--- config.mk ---
export PLATFORM = sky130hd
export DESIGN_NAME = lsm_addr_seq
export DESIGN_NICKNAME = d
export VERILOG_FILES = /design/src/rtl/lsm_seq_pkg.sv /design/src/rtl/lsm_span_calc.sv /design/src/rtl/lsm_low_pick.sv /design/src/rtl/lsm_addr_seq.sv
export SDC_FILE = /design/constraint.sdc
export NUM_CORES = 1
export LEC_CHECK = 0
export BUFFER_PORTS_ARGS = -buffer_cell sky130_fd_sc_hd__buf_2
export CORE_MARGIN = 1.5
export CORE_UTILIZATION = 26
export CTS_BUF_LIST = sky130_fd_sc_hd__clkbuf_16
export CTS_CLUSTER_SIZE = 30
export DETAILED_ROUTE_END_ITERATION = 10
export SLEW_MARGIN = 20
export SYNTH_ARGS = -nofsm -noshare
export SYNTH_HDL_FRONTEND = slang
export SYNTH_SLANG_ARGS = --single-unit
--- constraint.sdc ---
create_clock -name clk -period 6.19 [get_ports clk]
set_input_delay 0.3095 -clock clk [delete_from_list [all_inputs] [get_ports clk]]
set_output_delay 0.3095 -clock clk [all_outputs]
set_load 0.02 [all_outputs]
--- src/rtl/lsm_seq_pkg.sv ---
package lsm_seq_pkg;

    typedef enum logic [1:0] {
        LSM_INC_AFTER  = 2'd0,
        LSM_INC_BEFORE = 2'd1,
        LSM_DEC_AFTER  = 2'd2,
        LSM_DEC_BEFORE = 2'd3
    } lsm_mode_e;

    typedef enum logic [1:0] {
        ST_IDLE,
        ST_XFER,
        ST_FIN
    } lsm_state_e;

    typedef struct packed {
        logic err;
        logic wb_en;
    } lsm_flags_t;

    function automatic logic mode_is_incr(lsm_mode_e m);
        return !m[1];
    endfunction

endpackage

--- src/rtl/lsm_span_calc.sv ---
module lsm_span_calc
    import lsm_seq_pkg::*;
#(
    parameter int ADDR_W     = 32,
    parameter int NREGS      = 16,
    parameter int WORD_BYTES = 4
) (
    input  logic [ADDR_W-1:0] base,
    input  logic [NREGS-1:0]  list,
    input  lsm_mode_e         mode,
    output logic [ADDR_W-1:0] first_addr,
    output logic [ADDR_W-1:0] wb_addr,
    output logic              empty
);
    localparam int CNT_W = $clog2(NREGS + 1);
    localparam logic [ADDR_W-1:0] STEP = ADDR_W'(WORD_BYTES);

    logic [CNT_W-1:0]  count;
    logic [ADDR_W-1:0] span;

    always_comb begin
        count = '0;
        for (int i = 0; i < NREGS; i++) begin
            count = count + CNT_W'(list[i]);
        end
    end

    assign span  = ADDR_W'(count) * STEP;
    assign empty = (count == '0);

    always_comb begin
        unique case (mode)
            LSM_INC_AFTER:  first_addr = base;
            LSM_INC_BEFORE: first_addr = base + STEP;
            LSM_DEC_AFTER:  first_addr = base - span + STEP;
            default:        first_addr = base - span;
        endcase
        wb_addr = mode_is_incr(mode) ? (base + span) : (base - span);
    end

endmodule

--- src/rtl/lsm_low_pick.sv ---
module lsm_low_pick #(
    parameter int NREGS = 16,
    localparam int IDX_W = $clog2(NREGS)
) (
    input  logic [NREGS-1:0] mask,
    output logic [NREGS-1:0] grant,
    output logic [IDX_W-1:0] idx,
    output logic             hit
);
    logic [NREGS:0] seen;

    assign seen[0] = 1'b0;

    for (genvar i = 0; i < NREGS; i++) begin : g_chain
        assign grant[i]  = mask[i] & ~seen[i];
        assign seen[i+1] = seen[i] | mask[i];
    end

    assign hit = seen[NREGS];

    always_comb begin
        idx = '0;
        for (int i = 0; i < NREGS; i++) begin
            if (grant[i]) idx = IDX_W'(i);
        end
    end

endmodule

--- src/rtl/lsm_addr_seq.sv ---
module lsm_addr_seq
    import lsm_seq_pkg::*;
#(
    parameter int ADDR_W     = 32,
    parameter int NREGS      = 16,
    parameter int WORD_BYTES = 4,
    localparam int IDX_W     = $clog2(NREGS)
) (
    input  logic              clk,
    input  logic              rst,
    input  logic              req_valid,
    output logic              req_ready,
    input  logic [ADDR_W-1:0] req_base,
    input  logic [NREGS-1:0]  req_list,
    input  logic [1:0]        req_mode,
    input  logic              req_wb,
    output logic              beat_valid,
    input  logic              beat_ready,
    output logic [ADDR_W-1:0] beat_addr,
    output logic [IDX_W-1:0]  beat_reg,
    output logic              done,
    output logic              done_err,
    output logic              wb_valid,
    output logic [ADDR_W-1:0] wb_value
);
    localparam logic [ADDR_W-1:0] STEP = ADDR_W'(WORD_BYTES);

    lsm_state_e        state;
    logic [NREGS-1:0]  remain;
    logic [ADDR_W-1:0] cur_addr;
    logic [ADDR_W-1:0] wb_hold;
    lsm_flags_t        flags;

    logic [ADDR_W-1:0] calc_first;
    logic [ADDR_W-1:0] calc_wb;
    logic              calc_empty;
    logic [NREGS-1:0]  grant;
    logic [IDX_W-1:0]  pick_idx;
    logic              pick_hit;
    logic              accept;
    logic              fire;
    logic              last_beat;

    lsm_span_calc #(
        .ADDR_W    (ADDR_W),
        .NREGS     (NREGS),
        .WORD_BYTES(WORD_BYTES)
    ) u_span (
        .base      (req_base),
        .list      (req_list),
        .mode      (lsm_mode_e'(req_mode)),
        .first_addr(calc_first),
        .wb_addr   (calc_wb),
        .empty     (calc_empty)
    );

    lsm_low_pick #(
        .NREGS(NREGS)
    ) u_pick (
        .mask (remain),
        .grant(grant),
        .idx  (pick_idx),
        .hit  (pick_hit)
    );

    assign req_ready  = (state == ST_IDLE);
    assign beat_valid = (state == ST_XFER);
    assign beat_addr  = cur_addr;
    assign beat_reg   = pick_idx;
    assign done       = (state == ST_FIN);
    assign done_err   = done & flags.err;
    assign wb_valid   = done & flags.wb_en;
    assign wb_value   = wb_hold;

    assign accept    = req_valid & req_ready;
    assign fire      = beat_valid & beat_ready;
    assign last_beat = ((remain & ~grant) == '0);

    always_ff @(posedge clk) begin
        if (rst) begin
            state    <= ST_IDLE;
            remain   <= '0;
            cur_addr <= '0;
            wb_hold  <= '0;
            flags    <= '0;
        end else begin
            unique case (state)
                ST_IDLE: begin
                    if (accept) begin
                        cur_addr    <= calc_first;
                        wb_hold     <= calc_wb;
                        remain      <= req_list;
                        flags.err   <= calc_empty;
                        flags.wb_en <= req_wb & ~calc_empty;
                        state       <= calc_empty ? ST_FIN : ST_XFER;
                    end
                end
                ST_XFER: begin
                    if (fire) begin
                        remain   <= remain & ~grant;
                        cur_addr <= cur_addr + STEP;
                        if (last_beat) state <= ST_FIN;
                    end
                end
                default: state <= ST_IDLE;
            endcase
        end
    end

    // stalled beat holds address and register
    p_stall_hold_r9: assert property (@(posedge clk) disable iff (rst)
        (beat_valid && !beat_ready) |=> (beat_valid && $stable(beat_addr) && $stable(beat_reg)));

    // no request taken during a transfer
    p_busy_not_ready_r9: assert property (@(posedge clk) disable iff (rst)
        (beat_valid || done) |-> !req_ready);

    // next beat has a higher register and the next word address
    p_ascend_r6: assert property (@(posedge clk) disable iff (rst)
        (beat_valid && beat_ready) |=>
            (!beat_valid || ((beat_reg > $past(beat_reg)) && (beat_addr == $past(beat_addr) + STEP))));

    // an active beat always has a register left to transfer
    p_busy_has_reg_r6: assert property (@(posedge clk) disable iff (rst)
        beat_valid |-> pick_hit);

    // completion is a single-cycle pulse
    p_done_pulse_r10: assert property (@(posedge clk) disable iff (rst)
        done |=> !done);

    // error completion never writes back
    p_err_no_wb_r8: assert property (@(posedge clk) disable iff (rst)
        done_err |-> (done && !wb_valid));

endmodule

**After elaboration in Yosys (flattened, before gate mapping)**

Cells that the tools add are included.

- Add/subtract/negate cells: 20
- Multipliers: 0
- Div/mod/pow operators: 0
- Order comparisons: 0
- Equal/unequal tests: 7
- Shifts and indexed selects: 0
- Multiplexer cells: 28
- Bitwise gates (word level): 52
- Reductions and logical operators: 8

Operators by type and width:

| kind | number |
|---|---|
| adder 32 x 3 -> 32 bit, second input constant | 3 |
| two-way mux 32 bit | 3 |
| case mux 32 bit (3 select lines) | 1 |
| adder 5 x 1 -> 5 bit | 14 |
| case mux 32 bit (2 select lines) | 1 |
| two-way mux 4 bit | 14 |
| adder 32 x 7 -> 32 bit | 1 |
| two-way mux 16 bit | 2 |
| case mux 16 bit (2 select lines) | 1 |
| subtractor 32 x 7 -> 32 bit | 1 |
| AND 1 bit | 20 |
| AND 16 bit | 1 |
| logical NOT 16 bit | 1 |
| inverter 1 bit | 16 |
| inverter 16 bit | 1 |
| bitwise OR 1 bit | 14 |
| two-way mux 2 bit | 4 |
| inequality test 2 x 1 -> 1 bit, second input constant | 3 |
| AND reduction 3 bit | 2 |
| logical NOT 5 bit | 1 |
| equality test 2 x 1 -> 1 bit, second input constant | 2 |
| equality test 2 bit, second input constant | 2 |
| logical NOT 2 bit | 2 |
| case mux 2 bit (2 select lines) | 1 |
| 4 further kinds | 4 |

- Register bits after elaboration: 84
- Bits in latches: 0
- RAM bits: 0
- Bits in read-only memories: 0
- Bits of input ports: 55
- Output and inout port bits: 73
- Logic and storage cells: 121
- Memories kept: 0

**Depth between registers and ports, before layout**

Gate-level depths: netlist (run 1).

- Word-level depth: 22
- Depth in mapped cells: 27
- Mapped depth without buffers: 24

**Modules after synthesis**

From an unflattened synthesis (run 1), not the netlist that was laid out.

- Cells, all modules: 1177
- Area total of the unflattened synthesis: 8341.8 µm²

By module, submodules not included:

| module | instances | cells an instance | area an instance (µm²) | sequential area each (µm²) |
|---|---|---|---|---|
| lsm_addr_seq | 1 | 518 | 4037.6 | 1681.6 |
| lsm_span_calc | 1 | 609 | 3971.3 | 0.0 |
| lsm_low_pick | 1 | 50 | 332.8 | 0.0 |

**Least setup slack after synthesis (run 1)**

Ideal clock, no wire load.

- Path type: input to register
- Start: input port req_list[0]
- End: register cur_addr[28] (netlist: beat_addr[28])
- Library setup time: 0.116 ns
- Arrival time: 6.626 ns
- Setup slack: -0.551 ns
- Stages on the path: 23
- Path through: ha_1 -> inv_1 -> fa_1 -> inv_1 -> fa_1 -> fa_1 -> inv_1 -> fa_1 -> fa_1 -> fa_1 -> xor2_1 -> inv_1 -> ha_1 -> buf_2 -> and2b_1 -> a2111oi_2 -> buf_2 -> o21ai_0 -> a22oi_1 -> nand4_1 -> or4_4 -> or4_1 -> a31o_1

- Longest elaborated chain between the ends: 20

RTL lines:

| element | RTL line | RTL |
|---|---|---|
| start, declared | lsm_addr_seq.sv:14 | `input logic [NREGS-1:0] req_list,` |
| adder 1 x 1 -> 2 bit (*) | lsm_span_calc.sv:24 | `count = count + CNT_W'(list[i]);` |
| adder 5 x 1 -> 5 bit (*) (14 in a row) | lsm_span_calc.sv:24 |  |
| subtractor 32 x 7 -> 32 bit (*) | lsm_span_calc.sv:35, lsm_span_calc.sv:36 |  |
| adder 32 x 3 -> 32 bit | lsm_span_calc.sv:35 | `LSM_DEC_AFTER: first_addr = base - span + STEP;` |
| case mux 32 bit (3 select lines) (*) | lsm_span_calc.sv:32 | `unique case (mode)` |
| two-way mux 32 bit (*) | lsm_addr_seq.sv:89 | `if (accept) begin` |
| case mux 32 bit (2 select lines) (*) | lsm_addr_seq.sv:87 | `unique case (state)` |
| end signal, assigned | lsm_addr_seq.sv:90 | `cur_addr <= calc_first;` |
| end signal, assigned | lsm_addr_seq.sv:101 | `cur_addr <= cur_addr + STEP;` |
| end, declared | lsm_addr_seq.sv:30 | `logic [ADDR_W-1:0] cur_addr;` |

Every way passes the cells marked *; elsewhere a longest branch is shown, timed or not. The select of a mux whose other input is x is not followed.
A chain may end at the register's enable or synchronous reset.

**Worst setup path in the final report (run 1)**

- Start: input port req_list[1]
- End: register cur_addr[28] (netlist: beat_addr[28])

The elaborated chain is that of the path after synthesis.

==> impl_summary.md, run 1 <==
Critical path
The cell family contributing the most delay on the critical path is adder cells. STA classifies the critical path endpoint as a flip-flop. The delay of the slowest cell on the worst path is around 0.56 ns. The worst setup path is launched from a primary input. The logic depth of the worst setup path including buffers is 21. The worst setup path startpoint is req_list[1]. In this design, the critical path's most frequently occurring cell is sky130_fd_sc_hd__fa_1.

The number of cells traversed by the worst register-to-register path is 8. STA puts the critical path data arrival time at roughly 6.5 ns. The critical path goes through buf_6 > ha_4 > inv_2 > fa_1 > inv_2 > fa_1 > fa_1 > inv_1 > fa_1 > fa_2 > fa_2 > inv_2 > fa_2 > or2_4 > a211oi_4 > o21ai_2 > a222oi_1 > o211ai_1 > or4_4 > or4_1 > a31o_1. Together, buffers and inverters on the worst path number 5.

Of all nets on the critical path, the largest fanout is 8. The required arrival time at the worst endpoint is approximately 6.5 ns. The standard cell with the maximum stage delay on the critical path is sky130_fd_sc_hd__fa_2. In this run the critical register-to-register path is launched from state[0]$_SDFFE_PP0P_. The path type of the worst setup path is in -> reg.

CTS
Clock latency on the worst-skew pair, taken at its later pin, is between 0.3 and 0.4 ns. The number of buffers between clock root and the deepest sink is 2. The maximum level of the CTS H-tree is 3. The root buffer selected by CTS is sky130_fd_sc_hd__clkbuf_16. TritonCTS built the clock tree. The clock sink count is 84.

The clock input transition at the sequential cells of the worst setup and hold paths is 0.07 ns. The number of buffers created by CTS is 9.

STA
The worst path setup slack after routing is -0.08023 ns. Setup violations remaining at the end of the flow were counted as 6. The highest attainable clock frequency is 0.1595 GHz. The normalized max-slew margin is about 36%. The clock arrives with between 0.008 and 0.009 ns of skew.

For the pin with the worst max-slew slack, the measured transition is 0.9442 ns. The hold violation total from the final report is 0. The worst slack on hold paths is approximately 0.21 ns. Setup repair after global routing could not meet its margin everywhere.

The worst path uses 101.3% of the clock period. The number of max-slew violations in the final report came to 0. The routed design could run at a clock period as short as ~6.3 ns.

Route
The via density per instance is 5.491. For this run, design rule violations remaining after detail routing come to 0. The first-pass iteration count of the detailed router is 5. The aggregate routed wire length is 35240 microns.

Once detail routing completed, the nets flagged for antenna violations numbered 0. The detailed router finished its first iteration with between 900 and 1000 violations. Across all layers, the routed design uses between 10000 and 15000 vias. The routed wire length per instance is approximately 19 microns.

Die
For this design the top-level I/O count stands at around 130. The number of standard-cell rows in the floorplan is 66. The initial standard-cell utilization of the core is 26.51%. The die outline area is 0.03437 sq mm. In this run the horizontal extent of the chip is 185.4 microns. The area inside the core boundary is 0.03262 sq mm.

The y dimension of the die is 185.4 microns.

Placed design
The placement-stage cell area is 0.01077 sq mm. The HPWL after detailed placement is approximately 26000 microns. The routability congestion estimate from global placement is roughly 0.91. The count of buffers from port buffering is around 130.

The pre-CTS worst setup slack is -0.8385 ns.

GRT
The via count of the first global-routing pass was about 9500. The total global routing overflow is 0. The initial antenna violation count is 1. The first global-routing pass estimated 54070 microns of wire. The maximum number of pins on one net before global-route repair is 54. Across every metal layer, demand over resource in global routing totals about a fifth.

Layout
The count of fill cells added during filler insertion is around 3500. The signed area change from the synthesized netlist to the final layout is 32.51%. The combined area of the multi-input logic cells is around 0.0068 sq mm. The final standard cell utilization of the core is around a third. Summing all non-filler instances in the final layout gives an area of about 0.011 sq mm. The net count of the finished layout is approximately 1500. Across the whole layout, storage elements account for 0.001682 sq mm. The post-route netlist has 26.68% of its cells at a drive strength greater than 1.

Synth
The synthesized area divided by synthesized cell count is slightly below 7 sq um. Synthesis handed over a netlist of between 1000 and 1500 instances. The cell area that synthesis handed to floorplanning was slightly below 0.009 sq mm. Summed over its instances, the top area cell type makes up between 10% and 20% of the synthesized netlist area. Of the synthesized area, sequential elements account for ~20%. Yosys mapped a number of flops with a built-in enable equal to 0. The number of distinct library cell variants in the gate-level netlist after synthesis is 86. The proportion of register bits with asynchronous set or reset after synthesis is 0%. The most area-hungry cell type in the Yosys netlist is sky130_fd_sc_hd__dfxtp_1. Counting flops and latches in the post-synthesis netlist gives 84. After synthesis, the cell types taking the most area are sky130_fd_sc_hd__dfxtp_1 19%, sky130_fd_sc_hd__a21oi_1 6.5%, sky130_fd_sc_hd__nand2_1 5.9%. Among all flip-flop cells after synthesis, the most frequent one is sky130_fd_sc_hd__dfxtp_1. The warning count from the yosys run is 0.

The number of nets produced by synthesis is between 1000 and 1500.

Worst hold path
The worst hold path begins at req_base[1]. The number of instances on the worst hold path is 3. The class of the tightest hold or removal check is in -> reg.

Power
The overall power after layout is about 0.0047 W. For this design the ratio of total power to cell area is around 400 mW/mm^2. Of the total power, the share spent switching nets is 48.88%. VDD sags by at most ~0.24 mV. Sequential cells burn about a fifth of the power. The share of total power dissipated in the clock network is a little over an eighth. Combinational cells account for about 68% of the total power.

Summed over all cells, the static leakage comes to between 4 and 5 nW. The cell-internal power is approximately 0.0024 W. For this design the total switching power over the nets is 0.002294 W.

Job
The tool flagged a number of max-cap violations equal to 0.

Outcome
The run finished, with violations left. The final reports fail on setup timing.
==> cells by family (layout without fill, tap and decap cells) <==
| family | after synthesis | in the layout | share of synthesized area (%) |
|---|---|---|---|
| AOI/OAI and AO/OA | 391 | 391 | 29.18 |
| buffers and inverters | 145 | 359 | 6.713 |
| other | 0 | 1 | 0 |
| xor gates and xnor gates | 56 | 56 | 5.671 |
| DFF | 84 | 84 | 19.44 |
| muxes | 11 | 11 | 1.288 |
| and+or+nand+nor | 526 | 526 | 31.68 |
| adders and majority gates | 35 | 35 | 6.019 |
==> cell usage in the layout, fill, tap and decap left out, types with 10 or more instances in the layout <==
cell                       instances
sky130_fd_sc_hd__buf_4           160
sky130_fd_sc_hd__nand2_1         137
sky130_fd_sc_hd__buf_2           124
sky130_fd_sc_hd__a21oi_1         110
sky130_fd_sc_hd__nor2_1           99
sky130_fd_sc_hd__dfxtp_1          84
sky130_fd_sc_hd__o21ai_0          83
sky130_fd_sc_hd__nand3_1          53
sky130_fd_sc_hd__inv_1            45
sky130_fd_sc_hd__nor3_1           36
sky130_fd_sc_hd__xnor2_1          30
sky130_fd_sc_hd__nand4_1          25
sky130_fd_sc_hd__nor4_1           23
sky130_fd_sc_hd__and3_1           23
sky130_fd_sc_hd__a31oi_1          21
sky130_fd_sc_hd__xor2_1           21
sky130_fd_sc_hd__or3_1            19
sky130_fd_sc_hd__or4_1            19
sky130_fd_sc_hd__o31ai_1          16
sky130_fd_sc_hd__nand3b_1         14
sky130_fd_sc_hd__a22oi_1          14
sky130_fd_sc_hd__ha_1             14
sky130_fd_sc_hd__o211ai_1         12
sky130_fd_sc_hd__a211oi_1         12
sky130_fd_sc_hd__mux2i_1          10
sky130_fd_sc_hd__buf_6            10
==> metrics by stage <==
stage          setup TNS (ns)  instances
2_1_floorplan          -2.387       1248
3_3_place_gp           -16.56       1878
3_5_place_dp           -18.82       1878
4_1_cts               -0.1251       1898
5_1_grt                -3.082       1905
6_report              -0.2339       1905
==> registers in the layout, indices dropped and copies added (netlist names) <==
name       flops
beat_addr     32
flags          2
state          2
wb_value      32
remain        16
==> Yosys cell counts, drive strengths merged (12+ instances only) <==
library cell / instances
nand3b: 14
or4: 22
a211oi: 17
o211ai: 12
nand2: 138
nand4: 25
and3: 23
fa: 12
nor2: 100
xor2: 24
inv: 49
dfxtp: 84
a22oi: 15
ha: 20
clkbuf: 76
a31oi: 22
a21oi: 112
o21ai: 90
xnor2: 32
o31ai: 21
buf: 20
nor4: 31
nor3: 38
nand3: 54
or3: 21
==> layout make-up <==
type	count	share of cell area, %
multi-input combinational	1019	59.02
timing repair buffer	295	17.05
sequential	84	14.67
tap	442	4.826
clock buffer	9	1.965
inverter	49	1.605
clock inverter	6	0.8298
antenna	1	0.02184
==> tightest hold or removal path: stages <==
cell and delay, ns:
sky130_fd_sc_hd__buf_2 0.10, sky130_fd_sc_hd__nand2_1 0.07, sky130_fd_sc_hd__a21oi_1 0.06
==> worst paths after layout <==
check	slack [ns]	end
setup / recovery	-0.08	beat_addr[28]$_SDFFE_PP0P_
hold / removal	0.21	wb_value[1]$_SDFFE_PP0P_
setup reg to reg	3.10	beat_addr[23]$_SDFFE_PP0P_
hold reg to reg	0.46	wb_value[22]$_SDFFE_PP0P_
==> layer usage <==
metal / wire [microns] / global-route usage [%] / vias to the layer above
met5: 0 / 0 / -
met4: 908 / 6.764 / 0
met3: 2684 / 3.401 / 51
met2: 15020 / 29.50 / 441
met1: 16630 / 29.15 / 4912
li1: - / - / 5056
==> power groups by stage <==
stage | combinational [W] | clock (W) | sequential [W]
2_1_floorplan | 0.00176 | 0 | 0.000952
3_3_place_gp | 0.00294 | 0 | 0.000870
3_5_place_dp | 0.00296 | 0 | 0.000877
4_1_cts | 0.00303 | 0.000636 | 0.000866
5_1_grt | 0.00348 | 0.000658 | 0.000891
6_report | 0.00320 | 0.000624 | 0.000871
==> repair_timing <==
action                     in CTS  in global routing
buffers inserted                6                  7
hold buffers                    0                  0
setup endpoints to repair      26                 23
resized for setup              20                 34
pin swaps                      19                 15
No activity file was read; power rests on OpenSTA's default activity.
==> inputs of run 2 (changes only) <==
--- a/config.mk
+++ b/config.mk
@@ -11,6 +11,7 @@
 export CTS_BUF_LIST = sky130_fd_sc_hd__clkbuf_16
 export CTS_CLUSTER_SIZE = 30
 export DETAILED_ROUTE_END_ITERATION = 10
+export PLACE_DENSITY = 0.48
 export SLEW_MARGIN = 20
 export SYNTH_ARGS = -nofsm -noshare
 export SYNTH_HDL_FRONTEND = slang
==> run 2 against run 1 <==
Compared with the run above:
- the run still ends with setup timing left
- critical endpoint is now beat_addr[29]$_SDFFE_PP0P_
- utilization is 1.5 points higher
- non-clock buffer count increased by 27
- largest cell class unchanged
- largest power group unchanged
- sequential share of layout area down 0.62 points
- first-iteration DRC count decreased by 13%
- sequential cell count is the same
- routed wire length rose by 3.5%
- clock power barely moved
==> impl_summary.md, run 2 (synthesis results as in run 1) <==
Placed design
The count of buffers from port buffering is 127 (unchanged). The pre-CTS worst setup slack is -0.8364 ns (was -0.8385 ns). The HPWL reported at the end of detailed placement is 27090 microns (was 26270 microns). The routability congestion estimate from global placement came to 0.9150 (was 0.9092). The placement-stage cell area is 0.01085 sq mm (was 0.01077 sq mm).

GRT
The total global routing overflow came to 0 (unchanged). The overall global routing resource usage is 21.05% (was 20.05%). The initial antenna violation count was 2 (was 1).

The met2 capacity usage during global routing is 30.31% (was 29.50%). The met1 usage in global routing is 31.56% (was 29.15%). The maximum number of pins on one net before global-route repair is 50 (was 54).

The wire length of the first global-routing pass is 56070 microns (was 54070 microns). The global routing usage on met3 is 3.107% (was 3.401%). The via count of the first global-routing pass is 9771 (was 9457). The most congested layer reported by global routing is met1 (was met2).

Route
The final routed DRC violation total is 0 (unchanged). The number of vias after detailed routing is 10440 (was 10460). The via density per instance was 5.401 (was 5.491). The starting DRC count in detailed routing is 864 (was 996). The aggregate routed wire length is 36470 microns (was 35240 microns). The routed wire length per instance was 18.87 microns (was 18.50 microns). The first-pass iteration count of the detailed router is 7 (was 5).

The count of nets left with antenna violations after detail routing was 0 (unchanged).

Critical path
The largest driver fanout on the critical path was 5 (was 8). The number of cells traversed by the worst register-to-register path is 8 (unchanged). The launch point of the worst reg-to-reg path was state[0]$_SDFFE_PP0P_ (unchanged). The nature of the critical path endpoint is a flip-flop (unchanged).

The signal arrival time at the worst endpoint came to 6.61 ns (was 6.53 ns). The path type of the worst setup path is in -> reg (unchanged). The kind of launch point of the worst setup path is a primary input (unchanged). The required arrival time at the worst endpoint is 6.47 ns (was 6.45 ns). The setup slack of the worst register-to-register path is 2.95 ns (was 3.10 ns).

The terminus of the critical flop-to-flop path is beat_addr[27]$_SDFFE_PP0P_ (was beat_addr[23]$_SDFFE_PP0P_).

Power
The ratio of total power to cell area is 406.6 mW/mm^2 (was 409.5 mW/mm^2). The worst ir drop on vdd is 0.2211 mV (was 0.2428 mV). The total leakage power is 4.703 nW (was 4.468 nW).

Worst hold path
The class of the tightest hold or removal check is in -> reg (unchanged). The capture endpoint of the worst hold path is beat_addr[1]$_SDFFE_PP0P_ (was wb_value[1]$_SDFFE_PP0P_). The number of instances on the worst hold path is 3 (unchanged).

The start point of the worst hold path is req_base[1] (unchanged).

Outcome
Failing checks: setup timing (unchanged). Status: complete, but fails checks (unchanged).

Die
The initial standard-cell utilization of the core is 26.51% (unchanged). The area inside the core boundary came to 0.03262 sq mm (unchanged). The number of standard-cell rows in the floorplan is 66 (unchanged). The width of the chip came to 185.4 microns (unchanged).

The y dimension of the die is 185.4 microns (unchanged). The top-level port count was 128 (unchanged). The die outline area is 0.03437 sq mm (unchanged).

CTS
The number of buffers between clock root and the deepest sink is 2 (unchanged). The number of buffers created by CTS came to 9 (unchanged). The CTS tree is yes (unchanged). The maximum level of the CTS H-tree is 3 (unchanged). The hold-fix buffer count after cts came to 0 (unchanged). The root buffer selected by CTS is sky130_fd_sc_hd__clkbuf_16 (unchanged). The clock input transition at the sequential cells of the worst setup and hold paths came to 0.08 ns (was 0.07 ns).

The clock sink count was 84 (unchanged). The insertion delay of the later-clocked pin in the worst-skew pair is 0.37 ns (about the same).

STA
The number of max-slew violations in the final report is 0 (unchanged). The total of endpoints with negative setup slack in the final report came to 5 (was 6). The hold violation total from the final report came to 0 (unchanged). The worst-case clock skew is 0.01305 ns (was 0.008444 ns). The worst-margin pin slew came to 0.8973 ns (was 0.9442 ns). The share of the cycle needed by the critical path after routing came to 102.3% (was 101.3%). The normalized max-slew margin was 39.63% (was 36.47%). Setup repair after global routing missed its margin: yes (unchanged). The minimum period implied by the final worst setup slack came to 6.330 ns (was 6.270 ns). The worst path setup slack after routing is -0.1403 ns (was -0.08023 ns). The highest attainable clock frequency is 0.1580 GHz (was 0.1595 GHz).

Layout
The signed area change from the synthesized netlist to the final layout is 38.31% (was 32.51%). The count of fill cells added during filler insertion came to 3501 (was 3491). The most common cell after layout, fill and taps aside is sky130_fd_sc_hd__buf_4 (unchanged). Most frequent cells in the layout: 179 x sky130_fd_sc_hd__buf_4, 136 x sky130_fd_sc_hd__nand2_1, 124 x sky130_fd_sc_hd__buf_2, 106 x sky130_fd_sc_hd__a21oi_1, 98 x sky130_fd_sc_hd__nor2_1 (was 160 x sky130_fd_sc_hd__buf_4, 137 x sky130_fd_sc_hd__nand2_1, 124 x sky130_fd_sc_hd__buf_2, 110 x sky130_fd_sc_hd__a21oi_1, 99 x sky130_fd_sc_hd__nor2_1). The net count of the finished layout is 1572 (was 1545). The cell area after layout is 0.01196 sq mm (was 0.01146 sq mm). The share of final-layout standard cells stronger than drive strength 1 came to 30.36% (was 26.68%).

Job
The count of maximum capacitance violations is 0 (unchanged).
## run 2: cell count changes in the layout (fill, tap and decap cells not counted), moves of 4 or more
cell                      before  now
sky130_fd_sc_hd__or4_4         3    9
sky130_fd_sc_hd__or4_1        19   13
sky130_fd_sc_hd__a21oi_1     110  106
sky130_fd_sc_hd__nor4_1       23   18
sky130_fd_sc_hd__buf_6        10   16
sky130_fd_sc_hd__buf_4       160  179
## run 2: worst max path at each step
| stage | from | endpoint |
|---|---|---|
| 4_1_cts | req_list[1] | beat_addr[29]$_SDFFE_PP0P_ |
| 3_5_place_dp | req_list[0] | beat_addr[27]$_SDFFE_PP0P_ |
| 5_1_grt | req_list[1] | beat_addr[29]$_SDFFE_PP0P_ |
| 3_3_place_gp | req_list[0] | beat_addr[20]$_SDFFE_PP0P_ |
| 2_1_floorplan | req_list[1] | beat_addr[29]$_SDFFE_PP0P_ |
| 6_report | req_list[0] | beat_addr[29]$_SDFFE_PP0P_ |
## run 2: layout make-up
type                            count  area [sq um]  share of cell area (%)
Multi-Input combinational cell   1019          7023                   58.71
Clock buffer                        9         225.2                   1.883
Inverter                           49         183.9                   1.538
Timing Repair Buffer              322          2195                   18.35
Sequential cell                    84          1682                   14.06
Clock inverter                      6         95.09                  0.7950
Antenna cell                        2         5.005                 0.04184
Tap cell                          442         553.0                   4.623
## run 2: through the flow
step           power (W)  cells  utilization, %  setup TNS, ns  hold WS [ns]
6_report        0.004863   1933           36.67        -0.4017        0.1961
5_1_grt         0.005245   1933           36.67         -3.152        0.2035
4_1_cts         0.004712   1920           35.27       -0.07053        0.1869
3_5_place_dp    0.003866   1889           33.27         -19.72        0.4416
3_3_place_gp    0.003848   1889           33.27         -17.38        0.4377
2_1_floorplan   0.002711   1248               -         -2.387        0.4275
## run 2: worst max-delay path: stages
cell	delay [ns]
sky130_fd_sc_hd__buf_8	0.10
sky130_fd_sc_hd__ha_4	0.26
sky130_fd_sc_hd__inv_2	0.03
sky130_fd_sc_hd__fa_1	0.48
sky130_fd_sc_hd__inv_2	0.04
sky130_fd_sc_hd__fa_1	0.46
sky130_fd_sc_hd__fa_1	0.51
sky130_fd_sc_hd__inv_2	0.05
sky130_fd_sc_hd__fa_1	0.46
sky130_fd_sc_hd__fa_2	0.38
sky130_fd_sc_hd__fa_2	0.37
sky130_fd_sc_hd__buf_6	0.14
sky130_fd_sc_hd__xor2_4	0.18
sky130_fd_sc_hd__buf_6	0.12
sky130_fd_sc_hd__ha_4	0.18
sky130_fd_sc_hd__and2b_2	0.26
sky130_fd_sc_hd__a2111o_1	0.21
sky130_fd_sc_hd__buf_4	0.15
sky130_fd_sc_hd__nand3_1	0.09
sky130_fd_sc_hd__nor4_1	0.45
sky130_fd_sc_hd__o211ai_1	0.21
sky130_fd_sc_hd__buf_4	0.20
sky130_fd_sc_hd__or4_4	0.49
sky130_fd_sc_hd__o31a_1	0.25
sky130_fd_sc_hd__o31ai_1	0.23
## run 2: power breakdown
part           internal (W)  switching [W]  total, W  leakage (nW)
combinational       0.00145        0.00192   0.00337          3.86
clock              0.000356       0.000268  0.000624         0.156
sequential         0.000689       0.000179  0.000868         0.691
## run 2: repair_timing
action,in CTS,in global routing
buffers inserted,14,13
endpoints found under the setup margin,26,23
pin swaps,26,39
gates resized for setup,44,74
cloned,2,0
## run 2: layer usage
layer	wire (microns)	share of wire (%)
met5	0	0
met4	882	2.4
met3	2235	6.1
met2	15260	42
met1	18090	50
==> inputs of run 3 (changes only) <==
--- a/config.mk
+++ b/config.mk
@@ -6,12 +6,15 @@
 export NUM_CORES = 1
 export LEC_CHECK = 0
 export BUFFER_PORTS_ARGS = -buffer_cell sky130_fd_sc_hd__buf_2
+export CELL_PAD_IN_SITES_DETAIL_PLACEMENT = 0
+export CELL_PAD_IN_SITES_GLOBAL_PLACEMENT = 1
 export CORE_MARGIN = 1.5
 export CORE_UTILIZATION = 26
 export CTS_BUF_LIST = sky130_fd_sc_hd__clkbuf_16
 export CTS_CLUSTER_SIZE = 30
 export DETAILED_ROUTE_END_ITERATION = 10
-export PLACE_DENSITY = 0.48
+export PLACE_DENSITY = 0.61
+export SKIP_LAST_GASP = 1
 export SLEW_MARGIN = 20
 export SYNTH_ARGS = -nofsm -noshare
 export SYNTH_HDL_FRONTEND = slang
==> run 3 against run 2 <==
Compared with the run above:
- the run still ends with setup timing left
- non-clock buffer count is 14 lower
- first-iteration DRC count fell by 11%
- sequential share of layout area increased by 0.51 points
- die area is the same
- maximum frequency is essentially flat
- power fell by 2.7%
- register-to-register slack gained 0.07 ns
- clock power fell by 2%
- global-route usage up 0.097 points
- utilization down 1.3 points
==> impl_summary.md, run 3 (synthesis results as in run 1) <==
Outcome
Status: complete, but fails checks (unchanged). Failing checks: setup timing (unchanged).

STA
The worst-margin pin slew is 1.060 ns (was 0.8973 ns). Setup repair after global routing missed its margin: yes (unchanged). The worst path setup slack after routing came to -0.1401 ns (was -0.1403 ns).

The worst-case clock skew was 0.01265 ns (was 0.01305 ns). The hold violation total from the final report is 0 (unchanged). The total of endpoints with negative setup slack in the final report is 4 (was 5). The share of the cycle needed by the critical path after routing came to 102.3% (about the same). The minimum period implied by the final worst setup slack came to 6.330 ns (about the same). The highest attainable clock frequency came to 0.1580 GHz (about the same). The number of max-slew violations in the final report is 0 (unchanged). The normalized max-slew margin is 28.68% (was 39.63%).

GRT
The initial antenna violation count is 2 (unchanged). The wire length of the first global-routing pass was 56310 microns (was 56070 microns). The via count of the first global-routing pass came to 9637 (was 9771). The overall global routing resource usage is 21.15% (was 21.05%). The maximum number of pins on one net before global-route repair came to 50 (unchanged). The total global routing overflow is 0 (unchanged).

Critical path
The signal arrival time at the worst endpoint is 6.60 ns (was 6.61 ns). The sum of buffers and inverters on the critical path is 8 (unchanged). The kind of launch point of the worst setup path is a primary input (unchanged). The path type of the worst setup path is in -> reg (unchanged). The delay of the slowest cell on the worst path was 0.51 ns (about the same). The nature of the critical path endpoint is a flip-flop (unchanged).

The standard cell with the maximum stage delay on the critical path is sky130_fd_sc_hd__or4_4 (was sky130_fd_sc_hd__fa_1). The required arrival time at the worst endpoint is 6.46 ns (was 6.47 ns). The largest driver fanout on the critical path came to 3 (was 5). The cell class contributing the biggest share of worst-path delay was adder cells (unchanged).

The setup slack of the worst register-to-register path is 3.02 ns (was 2.95 ns). The most prevalent standard cell on the critical path is sky130_fd_sc_hd__fa_1 (unchanged).

Route
The final routed DRC violation total is 0 (unchanged). The highest signal layer in the routed design is met4 (unchanged). The met1 wire length was 18260 microns (was 18090 microns). The aggregate routed wire length is 36560 microns (was 36470 microns). The via density per instance is 5.396 (was 5.401).

The count of nets left with antenna violations after detail routing was 0 (unchanged). The number of vias after detailed routing was 10350 (was 10440). The starting DRC count in detailed routing is 771 (was 864). The routed length on met3 is 2283 microns (was 2235 microns).

The first-pass iteration count of the detailed router is 6 (was 7). The routed wire length per instance is 19.05 microns (was 18.87 microns). The amount of wire on met2 after detailed routing is 15470 microns (was 15260 microns).

CTS
The insertion delay of the later-clocked pin in the worst-skew pair is 0.39 ns (was 0.37 ns). The maximum level of the CTS H-tree is 3 (unchanged). The clock sink count was 84 (unchanged).

The number of buffers between clock root and the deepest sink is 2 (unchanged). The root buffer selected by CTS is sky130_fd_sc_hd__clkbuf_16 (unchanged). The clock input transition at the sequential cells of the worst setup and hold paths is 0.07 ns (was 0.08 ns).

The CTS tree is yes (unchanged). The number of buffers created by CTS was 9 (unchanged).

Layout
The count of fill cells added during filler insertion is 3499 (was 3501). The signed area change from the synthesized netlist to the final layout was 33.46% (was 38.31%). The most common cell after layout, fill and taps aside is sky130_fd_sc_hd__buf_4 (unchanged). The share of final-layout standard cells stronger than drive strength 1 is 27.51% (was 30.36%).

Most frequent cells in the layout: 173 x sky130_fd_sc_hd__buf_4, 137 x sky130_fd_sc_hd__nand2_1, 126 x sky130_fd_sc_hd__buf_2, 108 x sky130_fd_sc_hd__a21oi_1, 98 x sky130_fd_sc_hd__nor2_1 (was 179 x sky130_fd_sc_hd__buf_4, 136 x sky130_fd_sc_hd__nand2_1, 124 x sky130_fd_sc_hd__buf_2, 106 x sky130_fd_sc_hd__a21oi_1, 98 x sky130_fd_sc_hd__nor2_1). The cell area after layout is 0.01154 sq mm (was 0.01196 sq mm). The final standard cell utilization of the core is 35.39% (was 36.67%). The net count of the finished layout was 1558 (was 1572).

Power
The total leakage power is 4.538 nW (was 4.703 nW). The worst ir drop on vdd came to 0.2096 mV (was 0.2211 mV). The ratio of total power to cell area is 410.1 mW/mm^2 (was 406.6 mW/mm^2).

Placed design
The pre-CTS worst setup slack is -0.8551 ns (was -0.8364 ns). The count of buffers from port buffering is 127 (unchanged). The routability congestion estimate from global placement was 0.9354 (was 0.9150). The HPWL reported at the end of detailed placement was 27070 microns (was 27090 microns). The placement-stage cell area is 0.01087 sq mm (was 0.01085 sq mm).

Worst hold path
The class of the tightest hold or removal check is in -> reg (unchanged).

Die
The initial standard-cell utilization of the core is 26.51% (unchanged). The area inside the core boundary came to 0.03262 sq mm (unchanged). The y dimension of the die is 185.4 microns (unchanged). The width of the chip came to 185.4 microns (unchanged). The die outline area is 0.03437 sq mm (unchanged).

The top-level port count came to 128 (unchanged). The number of standard-cell rows in the floorplan is 66 (unchanged).

Job
The count of maximum capacitance violations came to 0 (unchanged).
## run 3: tightest hold or removal path: stages
cell and delay, ns:
sky130_fd_sc_hd__buf_2 0.09, sky130_fd_sc_hd__nand2_1 0.06, sky130_fd_sc_hd__a21oi_1 0.05
## run 3: worst paths after layout
path / cells after the start / startpoint / to
setup reg to reg: 8 / state[0]$_SDFFE_PP0P_ / beat_addr[27]$_SDFFE_PP0P_
hold reg to reg: 2 / wb_value[18]$_SDFFE_PP0P_ / wb_value[18]$_SDFFE_PP0P_
setup / recovery: 25 / req_list[1] / beat_addr[28]$_SDFFE_PP0P_
hold / removal: 3 / req_base[0] / beat_addr[0]$_SDFFE_PP0P_
## run 3: through the flow
step                      setup TNS [ns]  power [W]  std cells  hold slack [ns]
after floorplan                   -2.387   0.002711       1248           0.4275
after global placement            -19.51   0.003897       1892           0.4386
after detailed placement          -20.24   0.003915       1892           0.4410
after CTS                        -0.2696   0.004695       1918           0.1737
after global routing              -4.042   0.005093       1919           0.2060
final                            -0.2321   0.004734       1919           0.1872
## run 3: repair_timing
action,4_1_cts,5_1_grt
hold buffers,0,0
resized for setup,34,22
endpoints found under the setup margin,29,24
pin swaps,21,19
gates cloned,1,0
buffers inserted,10,1
hold endpoints to repair,0,0
## run 3: layout make-up
| type | count | area (sq um) | area share (%) |
|---|---|---|---|
| multi-input cells | 1019 | 6764 | 58.60 |
| repair buffers | 308 | 2039 | 17.67 |
| well taps | 442 | 553.0 | 4.791 |
| clock buffers | 9 | 225.2 | 1.951 |
| inverters | 49 | 183.9 | 1.593 |
| flip-flops and latches | 84 | 1682 | 14.57 |
| diodes | 1 | 2.502 | 0.02168 |
| clock inverters | 7 | 92.59 | 0.8022 |
## run 3: report_power, final
group          switching (W)  internal, W  total, W
combinational        0.00188      0.00137   0.00325
clock               0.000290     0.000325  0.000614
sequential          0.000181     0.000689  0.000870
## run 3: per-layer routing
metal  track usage [%]  vias up
li1                  -     5110
met1             30.76     4870
met2             31.19      338
met3             4.444       36
met4             5.496        0
met5                 0        -
